<file path="config.mk">
export PLATFORM = sky130hd
export DESIGN_NAME = synth_conv_regs
export DESIGN_NICKNAME = d
export VERILOG_FILES = /design/src/rtl/sconv_pkg.sv /design/src/rtl/sconv_cfg_regs.sv /design/src/rtl/sconv_sample_gen.sv /design/src/rtl/synth_conv_regs.sv
export SDC_FILE = /design/constraint.sdc
export NUM_CORES = 2
export LEC_CHECK = 0
export ABC_AREA = 1
export BUFFER_PORTS_ARGS = -buffer_cell sky130_fd_sc_hd__buf_4
export CORE_AREA = 2 2 194 234
export DETAILED_ROUTE_END_ITERATION = 16
export DIE_AREA = 0 0 196 236
export PLACE_DENSITY = 0.84
export SLEW_MARGIN = 20
export SYNTH_ARGS = -nofsm -noshare
export SYNTH_HDL_FRONTEND = slang
export SYNTH_SLANG_ARGS = --single-unit
</file>
<file path="constraint.sdc">
create_clock -name clk -period 3 [get_ports clk]
set_input_delay 0.6 -clock clk [delete_from_list [all_inputs] [get_ports clk]]
set_output_delay 0.6 -clock clk [all_outputs]
set_load 0.05 [all_outputs]
</file>
<file path="src/rtl/sconv_pkg.sv">
package sconv_pkg;
  // Byte offsets of the register words
  localparam int OFF_STAT   = 'h00;
  localparam int OFF_CTLA   = 'h04;
  localparam int OFF_CTLB   = 'h08;
  localparam int OFF_SMPA   = 'h0C;
  localparam int OFF_SMPB   = 'h10;
  localparam int OFF_IOFF0  = 'h14;
  localparam int OFF_THRHI  = 'h24;
  localparam int OFF_THRLO  = 'h28;
  localparam int OFF_SEQ0   = 'h2C;
  localparam int OFF_ISEQ   = 'h38;
  localparam int OFF_IDAT0  = 'h3C;
  localparam int OFF_RESULT = 'h4C;

  // Bit positions the behaviour depends on
  localparam int EN_BIT    = 0;
  localparam int ALIGN_BIT = 11;
  localparam int START_BIT = 30;
  localparam int RES_LSB   = 24;
  localparam int RD_KEEP   = 28;   // control B reads back bits below this
  localparam int STAT_W    = 6;
  localparam int IOFF_W    = 12;

  function automatic logic [31:0] res_mask(input logic [1:0] res);
    case (res)
      2'd0:    res_mask = 32'h0000_0FFF;
      2'd1:    res_mask = 32'h0000_03FF;
      2'd2:    res_mask = 32'h0000_00FF;
      default: res_mask = 32'h0000_003F;
    endcase
  endfunction
endpackage

</file>
<file path="src/rtl/sconv_cfg_regs.sv">
module sconv_cfg_regs
  import sconv_pkg::*;
#(
  parameter int ADDR_W     = 8,
  parameter int DATA_W     = 32,
  parameter int N_INJ      = 4,
  parameter int N_SEQ      = 3,
  parameter logic [31:0] THR_HI_RST = 32'h0000_0FFF
) (
  input  logic                           clk,
  input  logic                           rst,
  input  logic                           wr_en,
  input  logic [ADDR_W-1:0]              wr_addr,
  input  logic [DATA_W-1:0]              wr_data,
  input  logic                           clr_start,
  output logic [DATA_W-1:0]              stat,
  output logic [DATA_W-1:0]              ctl_a,
  output logic [DATA_W-1:0]              ctl_b,
  output logic [DATA_W-1:0]              smp_a,
  output logic [DATA_W-1:0]              smp_b,
  output logic [DATA_W-1:0]              thr_hi,
  output logic [DATA_W-1:0]              thr_lo,
  output logic [DATA_W-1:0]              iseq,
  output logic [N_SEQ-1:0][DATA_W-1:0]   seq,
  output logic [N_INJ-1:0][DATA_W-1:0]   ioff,
  output logic [N_INJ-1:0][DATA_W-1:0]   idat
);
  localparam logic [DATA_W-1:0] STAT_KEEP = DATA_W'((1 << STAT_W) - 1);
  localparam logic [DATA_W-1:0] IOFF_KEEP = DATA_W'((1 << IOFF_W) - 1);

  function automatic logic hit(input logic [ADDR_W-1:0] a, input int off);
    hit = (a == ADDR_W'(off));
  endfunction

  always_ff @(posedge clk) begin
    if (rst) begin
      stat   <= '0;
      ctl_a  <= '0;
      ctl_b  <= '0;
      smp_a  <= '0;
      smp_b  <= '0;
      thr_hi <= DATA_W'(THR_HI_RST);
      thr_lo <= '0;
      iseq   <= '0;
    end else begin
      if (wr_en && hit(wr_addr, OFF_STAT))  stat   <= stat & (wr_data & STAT_KEEP);
      if (wr_en && hit(wr_addr, OFF_CTLA))  ctl_a  <= wr_data;
      if (wr_en && hit(wr_addr, OFF_SMPA))  smp_a  <= wr_data;
      if (wr_en && hit(wr_addr, OFF_SMPB))  smp_b  <= wr_data;
      if (wr_en && hit(wr_addr, OFF_THRHI)) thr_hi <= wr_data;
      if (wr_en && hit(wr_addr, OFF_THRLO)) thr_lo <= wr_data;
      if (wr_en && hit(wr_addr, OFF_ISEQ))  iseq   <= wr_data;
      if (wr_en && hit(wr_addr, OFF_CTLB))  ctl_b  <= wr_data;
      else if (clr_start)                   ctl_b[START_BIT] <= 1'b0;
    end
  end

  for (genvar s = 0; s < N_SEQ; s++) begin : g_seq
    always_ff @(posedge clk) begin
      if (rst)                                   seq[s] <= '0;
      else if (wr_en && hit(wr_addr, OFF_SEQ0 + 4*s)) seq[s] <= wr_data;
    end
  end

  for (genvar n = 0; n < N_INJ; n++) begin : g_inj
    always_ff @(posedge clk) begin
      if (rst) begin
        ioff[n] <= '0;
        idat[n] <= '0;
      end else begin
        if (wr_en && hit(wr_addr, OFF_IOFF0 + 4*n)) ioff[n] <= wr_data & IOFF_KEEP;
        if (wr_en && hit(wr_addr, OFF_IDAT0 + 4*n)) idat[n] <= wr_data;
      end
    end

    AST_IOFF_NARROW: assert property (@(posedge clk) disable iff (rst)
      (ioff[n] & ~IOFF_KEEP) == '0);
  end

  AST_STAT_NO_SET: assert property (@(posedge clk) disable iff (rst)
    (wr_en && hit(wr_addr, OFF_STAT)) |=> ((stat & ~$past(stat)) == '0));

  AST_START_CLEARS: assert property (@(posedge clk) disable iff (rst)
    (clr_start && !wr_en) |=> !ctl_b[START_BIT]);
endmodule

</file>
<file path="src/rtl/sconv_sample_gen.sv">
module sconv_sample_gen
  import sconv_pkg::*;
#(
  parameter int DATA_W = 32,
  parameter int STEP   = 7
) (
  input  logic              clk,
  input  logic              rst,
  input  logic              fire,
  input  logic [1:0]        res,
  input  logic              left_align,
  output logic [DATA_W-1:0] sample
);
  localparam logic [DATA_W-1:0] ALIGN_KEEP = DATA_W'(32'h0000_FFF0);

  logic [DATA_W-1:0] acc;
  logic [DATA_W-1:0] keep;
  logic [DATA_W-1:0] trunc;

  always_comb begin
    keep   = DATA_W'(res_mask(res));
    trunc  = (acc + DATA_W'(STEP)) & keep;
    sample = left_align ? ((trunc << 1) & ALIGN_KEEP) : trunc;
  end

  always_ff @(posedge clk) begin
    if (rst)       acc <= '0;
    else if (fire) acc <= trunc;
  end

  AST_ACC_IDLE: assert property (@(posedge clk) disable iff (rst)
    !fire |=> $stable(acc));

  AST_ACC_IN_RANGE: assert property (@(posedge clk) disable iff (rst)
    fire |=> ((acc & ~$past(keep)) == '0));
endmodule

</file>
<file path="src/rtl/synth_conv_regs.sv">
module synth_conv_regs
  import sconv_pkg::*;
#(
  parameter int ADDR_W = 8,
  parameter int DATA_W = 32,
  parameter int N_INJ  = 4,
  parameter int N_SEQ  = 3,
  parameter int STEP   = 7,
  parameter logic [31:0] THR_HI_RST = 32'h0000_0FFF
) (
  input  logic              clk,
  input  logic              rst,
  input  logic [ADDR_W-1:0] bus_addr,
  input  logic              bus_we,
  input  logic [DATA_W-1:0] bus_wdata,
  input  logic              bus_re,
  output logic [DATA_W-1:0] bus_rdata
);
  localparam logic [DATA_W-1:0] CTLB_RD_KEEP = DATA_W'((64'd1 << RD_KEEP) - 1);

  logic [DATA_W-1:0] stat, ctl_a, ctl_b, smp_a, smp_b, thr_hi, thr_lo, iseq;
  logic [N_SEQ-1:0][DATA_W-1:0] seq;
  logic [N_INJ-1:0][DATA_W-1:0] ioff, idat;
  logic [DATA_W-1:0] sample;
  logic [DATA_W-1:0] rd_val;
  logic              rd_result;
  logic              fire;

  assign rd_result = bus_re && (bus_addr == ADDR_W'(OFF_RESULT));
  assign fire      = rd_result && ctl_b[EN_BIT] && ctl_b[START_BIT];

  sconv_cfg_regs #(
    .ADDR_W(ADDR_W), .DATA_W(DATA_W), .N_INJ(N_INJ), .N_SEQ(N_SEQ),
    .THR_HI_RST(THR_HI_RST)
  ) u_cfg (
    .clk(clk), .rst(rst), .wr_en(bus_we), .wr_addr(bus_addr),
    .wr_data(bus_wdata), .clr_start(fire),
    .stat(stat), .ctl_a(ctl_a), .ctl_b(ctl_b), .smp_a(smp_a), .smp_b(smp_b),
    .thr_hi(thr_hi), .thr_lo(thr_lo), .iseq(iseq), .seq(seq),
    .ioff(ioff), .idat(idat)
  );

  sconv_sample_gen #(.DATA_W(DATA_W), .STEP(STEP)) u_gen (
    .clk(clk), .rst(rst), .fire(fire),
    .res(ctl_a[RES_LSB +: 2]), .left_align(ctl_b[ALIGN_BIT]),
    .sample(sample)
  );

  always_comb begin
    rd_val = '0;
    if (bus_addr == ADDR_W'(OFF_STAT))   rd_val = stat;
    if (bus_addr == ADDR_W'(OFF_CTLA))   rd_val = ctl_a;
    if (bus_addr == ADDR_W'(OFF_CTLB))   rd_val = ctl_b & CTLB_RD_KEEP;
    if (bus_addr == ADDR_W'(OFF_SMPA))   rd_val = smp_a;
    if (bus_addr == ADDR_W'(OFF_SMPB))   rd_val = smp_b;
    if (bus_addr == ADDR_W'(OFF_THRHI))  rd_val = thr_hi;
    if (bus_addr == ADDR_W'(OFF_THRLO))  rd_val = thr_lo;
    if (bus_addr == ADDR_W'(OFF_ISEQ))   rd_val = iseq;
    for (int s = 0; s < N_SEQ; s++)
      if (bus_addr == ADDR_W'(OFF_SEQ0 + 4*s)) rd_val = seq[s];
    for (int n = 0; n < N_INJ; n++) begin
      if (bus_addr == ADDR_W'(OFF_IOFF0 + 4*n)) rd_val = ioff[n];
      if (bus_addr == ADDR_W'(OFF_IDAT0 + 4*n)) rd_val = idat[n] - ioff[n];
    end
    if (rd_result) rd_val = fire ? sample : '0;
  end

  always_ff @(posedge clk) begin
    if (rst)         bus_rdata <= '0;
    else if (bus_re) bus_rdata <= rd_val;
  end

  AST_NO_RW_OVERLAP: assert property (@(posedge clk) disable iff (rst)
    !(bus_re && bus_we));

  AST_RDATA_HOLDS: assert property (@(posedge clk) disable iff (rst)
    !bus_re |=> $stable(bus_rdata));

  AST_IDLE_READ_ZERO: assert property (@(posedge clk) disable iff (rst)
    (rd_result && !(ctl_b[EN_BIT] && ctl_b[START_BIT])) |=> bus_rdata == '0);

  AST_CTLB_TOP_ZERO: assert property (@(posedge clk) disable iff (rst)
    (bus_re && bus_addr == ADDR_W'(OFF_CTLB)) |=> bus_rdata[DATA_W-1:RD_KEEP] == '0);

  AST_ONE_SHOT: assert property (@(posedge clk) disable iff (rst)
    (fire && !bus_we) |=> !fire);
endmodule

</file>
# --- Word level (Yosys, flattened, before mapping) ---
# Cells that the tools add are included.
word_totals:
  regBits: 589
  input_bits: 44
  output_inout_bits: 32
  wordCells: 100
op_classes:
  add_sub_neg: 5
  eq_ne: 21
  muxes: 25
  bitwise_logic: 2
  n_reduce_logical: 25
ops:
  columns: ["cell", "count"]
  rows:
  - ["two-way mux 32 bit", 22]
  - ["subtractor 32 x 12 -> 32 bit", 4]
  - ["== test 8 x 6 -> 1 bit (second input constant)", 8]
  - ["case mux 12 bit (3 select lines)", 1]
  - ["adder 32 x 3 -> 32 bit (second input constant)", 1]
  - ["AND 32 x 12 -> 32 bit", 1]
  - ["AND 32 x 6 -> 32 bit", 1]
  - ["== test 8 x 5 -> 1 bit (second input constant)", 4]
  - ["== test 8 x 7 -> 1 bit (second input constant)", 4]
  - ["logical AND 1 bit", 22]
  - ["== test 8 x 4 -> 1 bit (second input constant)", 2]
  - ["== test 8 x 3 -> 1 bit (second input constant)", 1]
  - ["logical NOT 8 bit", 1]
  - ["== test 2 x 1 -> 1 bit (second input constant)", 1]
  - ["== test 2 bit (second input constant)", 1]
  - ["logical NOT 2 bit", 1]
  - ["two-way mux 1 bit", 2]
  - ["nonzero test 2 bit", 1]

# --- Longest topological paths before layout ---
logic_depth:
  word_depth: 21
  depth_mapped: 20
  mapped_depth_nobuf: 20

# --- Hierarchy ---
# A second synthesis with hierarchy kept.
hier_totals:
  hier_cells: 5904
  hier_area_um2: 35330.1
modules_own_cells:
  columns: ["module", "instances", "cells_each", "area_per_inst_um2", "seq_area_each_um2"]
  rows:
  - ["sconv_cfg_regs", 1, 2882, 19841.5, 10049.6]
  - ["synth_conv_regs", 1, 2871, 14495.2, 640.6]
  - ["sconv_sample_gen", 1, 151, 993.5, 240.2]

# --- Worst setup path after synthesis ---
# OpenSTA, ideal clock, no wires.
synth_path:
  kind: "register -> register"
  from: "register u_cfg.idat[0] (netlist bit)"
  to: "register bus_rdata[24]"
  setup_ps: 132
  arrival_time_ps: 2199
  t_required_ps: 2868
  setup_slack_ps: 668
  stages_incl_launch_ff: 19
  path_buffers: 0
  period_less_slack_ps: 2332
  path_cell_list: "dfxtp_1 inv_1 ha_1 fa_1 o21ai_1 nand2_1 nand2_1 inv_1 o21ai_1 nand3_1 nand2_1 xor2_1 nand2_1 nand2_1 nand2_1 nand2_1 nand3_1 nand2_1 a21oi_1"
synth_between:
  elab_chain_len: 9
synth_rtl:
  columns: ["item", "line_no", "source"]
  rows:
  - ["from (decl)", "sconv_cfg_regs.sv:26", "output logic [N_INJ-1:0][DATA_W-1:0] idat"]
  - ["from (signal, indexed assignment)", "sconv_cfg_regs.sv:72", "if (wr_en && hit(wr_addr, OFF_IDAT0 + 4*n)) idat[n] <= wr_data;"]
  - ["subtractor 32 x 12 -> 32 bit", "synth_conv_regs.sv:63", "if (bus_addr == ADDR_W'(OFF_IDAT0 + 4*n)) rd_val = idat[n] - ioff[n];"]
  - ["two-way mux 32 bit", "synth_conv_regs.sv:63", null]
  - ["two-way mux 32 bit", "synth_conv_regs.sv:62", "if (bus_addr == ADDR_W'(OFF_IOFF0 + 4*n)) rd_val = ioff[n];"]
  - ["two-way mux 32 bit", "synth_conv_regs.sv:63", null]
  - ["two-way mux 32 bit", "synth_conv_regs.sv:62", null]
  - ["two-way mux 32 bit", "synth_conv_regs.sv:63", null]
  - ["two-way mux 32 bit", "synth_conv_regs.sv:62", null]
  - ["two-way mux 32 bit", "synth_conv_regs.sv:63", null]
  - ["two-way mux 32 bit", "synth_conv_regs.sv:65", "if (rd_result) rd_val = fire ? sample : '0;"]
  - ["to (signal assigned)", "synth_conv_regs.sv:70", "else if (bus_re) bus_rdata <= rd_val;"]
  - ["to (decl)", "synth_conv_regs.sv:17", "output logic [DATA_W-1:0] bus_rdata"]
# Every way passes these cells.
# A chain may end at the register's enable or synchronous reset.

# --- Final worst setup path ---
layout_path:
  from: "register u_cfg.ioff[101] (netlist bit)"
  to: "register bus_rdata[12]"
layout_between:
  elab_chain_len: 3
layout_rtl:
  columns: ["item", "line_no", "source"]
  rows:
  - ["from (decl)", "sconv_cfg_regs.sv:25", "output logic [N_INJ-1:0][DATA_W-1:0] ioff,"]
  - ["from (signal, indexed assignment)", "sconv_cfg_regs.sv:71", "if (wr_en && hit(wr_addr, OFF_IOFF0 + 4*n)) ioff[n] <= wr_data & IOFF_KEEP;"]
  - ["subtractor 32 x 12 -> 32 bit", "synth_conv_regs.sv:63", null]
  - ["two-way mux 32 bit", "synth_conv_regs.sv:63", null]
  - ["two-way mux 32 bit", "synth_conv_regs.sv:65", null]
# Every way passes these cells.

==> flow_metrics.py <==
metrics = {
    "detailed_routing": {
        "avgViaCountPerCell": 6.04,
        "ant_nets": 0,
        "vias": 28400,
        "routed_wl_mm": 92.3,
        "drt-pass1-iter-count": 9,
        "drc_errors": 0,
        "drt_first_iter_violations": 3293,
        "wl_per_cell_um": 19.6,
    },
    "global_route": {
        "grt_util_met3": 0.0849,
        "grt_max_degree": 163,
        "grt_pass1_vias": 26500,
        "grt_usage": 0.390,
        "grt_pass1_wl_mm": 143,
        "use_met1": 0.478,
        "busiest_layer": "met2",
        "grt_overflow_total": 0,
        "antenna_found_initial": 2,
        "met2_usage": 0.621,
    },
    "cts": {
        "tritoncts": "done",
        "cts_buffers": 54,
        "clk_pin_slew_ns": 0.06,
        "cts_setup_buffers": 0,
        "htreeDepth": 2,
        "cts_sinks": 543,
        "clockBufferDepth": 3,
        "holdBufCountCts": 0,
        "clkLatencyLatePin_ns": 0.63,
        "root_buffer": "clkbuf_16",
        "cts_resized": 0,
    },
    "timing": {
        "skew_ns": 0.0204,
        "period_share": 0.949,
        "final.min_clock_period_ns": 2.85,
        "setup_viol_count_final": 0,
        "max_freq_ghz": 0.351,
        "slew_headroom": 0.388,
        "tightest_slew_ns": 0.919,
        "rsz0062_at_grt": "yes",
        "hold_viol": 0,
        "setup_ws_ns": 0.153,
        "drv_slew": 0,
    },
    "yosys": {
        "synth_area_mm2": 0.0274,
        "synth.distinct_cells": 46,
        "seq_area_frac_synth": 0.397,
        "synthSimpleGateAreaFrac": 0.255,
        "yosys_register_bits": 543,
        "synth_top_family_by_area": "simple AND/OR/NAND/NOR gates",
        "syn_area_per_cell_um2": 6.65,
        "synth_cells": 4119,
        "synth_compound_area_frac": 0.215,
        "synthAdderAreaFrac": 0.0253,
        "synth_top_area_cell": "dfxtp_1",
        "synthXorXnorAreaFrac": 0.0102,
        "synthMuxAreaShare": 0,
        "synthTopCellsByArea": "dfxtp_1 (40%), a21oi_1 (10%), nand2_1 (10%)",
        "syn_nets": 4216,
        "yosys_warnings": 0,
        "yosysTopAreaCellShare": 0.397,
    },
    "setup_path": {
        "path_depth": 13,
        "reg2regPathDepth": 13,
        "slowest_stage": "o21ai_0",
        "worstSetupEndpointType": "register",
        "cp.buffers_inverters": 1,
        "crit_top_cell": "nand2_1",
        "cp.required_ns": 3.47,
        "start_kind": "register",
        "path_cells": "inv_1 -> ha_1 -> nand2_1 -> nor3_1 -> nand3_1 -> nand3_1 -> nand2_1 -> nand2_1 -> a21oi_1 -> o21ai_0 -> nand4_1 -> nand2_1 -> a21oi_1",
        "arrival_ns": 3.32,
        "critPathMaxStageDelay_ns": 0.68,
        "reg2reg_slack_ns": 0.15,
        "cp_max_fo": 6,
        "crit_family": "simple AND/OR/NAND/NOR gates",
        "critPathKind": "reg2reg",
    },
    "floorplan": {
        "start_util": 0.619,
        "die_w_um": 196,
        "die_h_um": 236,
        "ios": 76,
        "num_rows": 85,
        "dieArea_mm2": 0.0463,
        "core_mm2": 0.0442,
    },
    "finish": {
        "fin_cells": 4697,
        "multi_input_area_mm2": 0.0139,
        "antennaDiodeCount": 0,
        "regArea_mm2": 0.0109,
        "area_growth_pct": 11.6,
        "drive_above_1_share": 0.0823,
        "fill_cells": 3757,
        "final_nets": 4188,
    },
    "pwr": {
        "p_sw_mw": 3.64,
        "cellPowerDensity_mw_per_mm2": 501,
        "power_frac_clock": 0.477,
        "ir_worst_vdd_v": 0.000565,
        "switching_share": 0.238,
        "seqPwrFrac": 0.473,
        "p_leak_nw": 12.5,
        "comb_power_share": 0.050,
        "p_int_mw": 11.7,
    },
    "placed_design": {
        "placed_cells": 4600,
        "place_congestion": 0.993,
        "dp_hpwl_mm": 62.6,
        "portBuffers": 75,
        "pre_cts_ws_ns": 0.113,
    },
    "status": {
        "status": "finished clean",
    },
    "hold_path": {
        "hold_class": "in2reg",
        "hold_depth": 3,
    },
    "run": {
        "cap_violations": 0,
    },
}
-- per-stage QoR --
stage	setup TNS [ns]	instance area [um^2]	hold slack, ns	util	power, mW
global placement	0	28600	0.429	0.646	8.12
detailed placement	0	28600	0.432	0.646	8.13
CTS	0	30500	0.333	0.689	15.2
finish	0	30500	0.355	0.690	15.3
global route	-0.103	30500	0.348	0.690	15.6
floorplan	0	27400	0.420	-	7.82
-- per-layer routing --
layer  up-vias  share of wire
li1      13500              -
met1     13000           0.38
met2      1515           0.45
met3       371          0.099
met4         4          0.071
met5         -        0.00018
-- cells in the mapped netlist (all sizes together) --
master   number
o31ai         4
or2           9
nand2       771
o21bai        3
and2          1
nand3b        5
and3          1
a21o          1
nor3         27
o21ai       507
a22oi         6
a211oi        2
inv         418
fa            4
clkinv        9
xor2         27
nand3       279
buf          63
a21oi       579
a221oi        1
nand4        86
xnor2         5
nor2        464
clkbuf      201
ha           49
nor4         12
o2111ai       3
o22ai        17
a21boi        3
a31oi         7
o211ai       10
o21a          2
dfxtp       543
-- worst paths after layout --
check / start / end
worst max-delay path: u_cfg.ioff[101] / bus_rdata[12]
worst min-delay path: bus_wdata[0] / u_cfg.seq[0]
worst max register to register: u_cfg.ioff[101] / bus_rdata[12]
worst min register to register: u_cfg.seq[81] / u_cfg.seq[81]
-- cells in the final DEF (no fill, tap or decap), types with 17 or more instances in the layout --
cell and n:
nand3_1 273, o21ai_0 484, nand4_1 86, clkbuf_16 54
dfxtp_1 543, inv_1 404, ha_1 49, xor2_1 27
o22ai_1 17, a21oi_1 570, nor2_1 444, buf_4 164
nor3_1 26, o21ai_1 21, nand2_1 759
-- power groups by stage --
stage | sequential, mW | combinational [mW] | clock, mW
after floorplan | 7.41 | 0.409 | 0
after CTS | 7.24 | 0.731 | 7.28
after detailed placement | 7.40 | 0.728 | 0
after global placement | 7.40 | 0.723 | 0
final | 7.24 | 0.768 | 7.29
after global routing | 7.23 | 0.805 | 7.59
-- worst reg2reg max path, stage by stage, from the launching register on --
cell and delay, ns:
dfxtp_1 0.40, inv_1 0.06, ha_1 0.37, nand2_1 0.09, nor3_1 0.28, nand3_1 0.11
nand3_1 0.15, nand2_1 0.08, nand2_1 0.06, a21oi_1 0.06, o21ai_0 0.68, nand4_1 0.19
nand2_1 0.10, a21oi_1 0.06
-- kinds of logic (layout without fill, tap and decap cells) --
| family | after synthesis | after routing |
|---|---|---|
| adders and majority gates | 53 | 53 |
| DFF | 543 | 543 |
| xor gates and xnor gates | 32 | 32 |
| AOI/OAI and AO/OA | 1145 | 1145 |
| buffers and inverters | 691 | 704 |
| and+or+nand+nor | 1655 | 1655 |
-- flip-flops by register name, summed over array words and instances, names as in the netlist --
| register | flops |
|---|---|
| u_cfg.thr_lo | 32 |
| u_cfg.iseq | 32 |
| u_cfg.stat | 6 |
| u_cfg.seq | 96 |
| bus_rdata | 32 |
| u_cfg.thr_hi | 32 |
| u_cfg.ctl_a | 32 |
| u_cfg.idat | 128 |
| u_cfg.smp_b | 32 |
| u_cfg.smp_a | 32 |
| u_cfg.ioff | 48 |
| u_gen.acc | 12 |
| u_cfg.ctl_b | 29 |
-- area by class of cell --
type,count,area share
Inverter,427,0.0527
Clock buffer,75,0.0501
Timing Repair Buffer,180,0.0505
Clock inverter,22,0.0115
Tap cell,565,0.0231
Multi-Input combinational cell,2885,0.456
Sequential cell,543,0.356
Power figures use the tool's default switching activity.
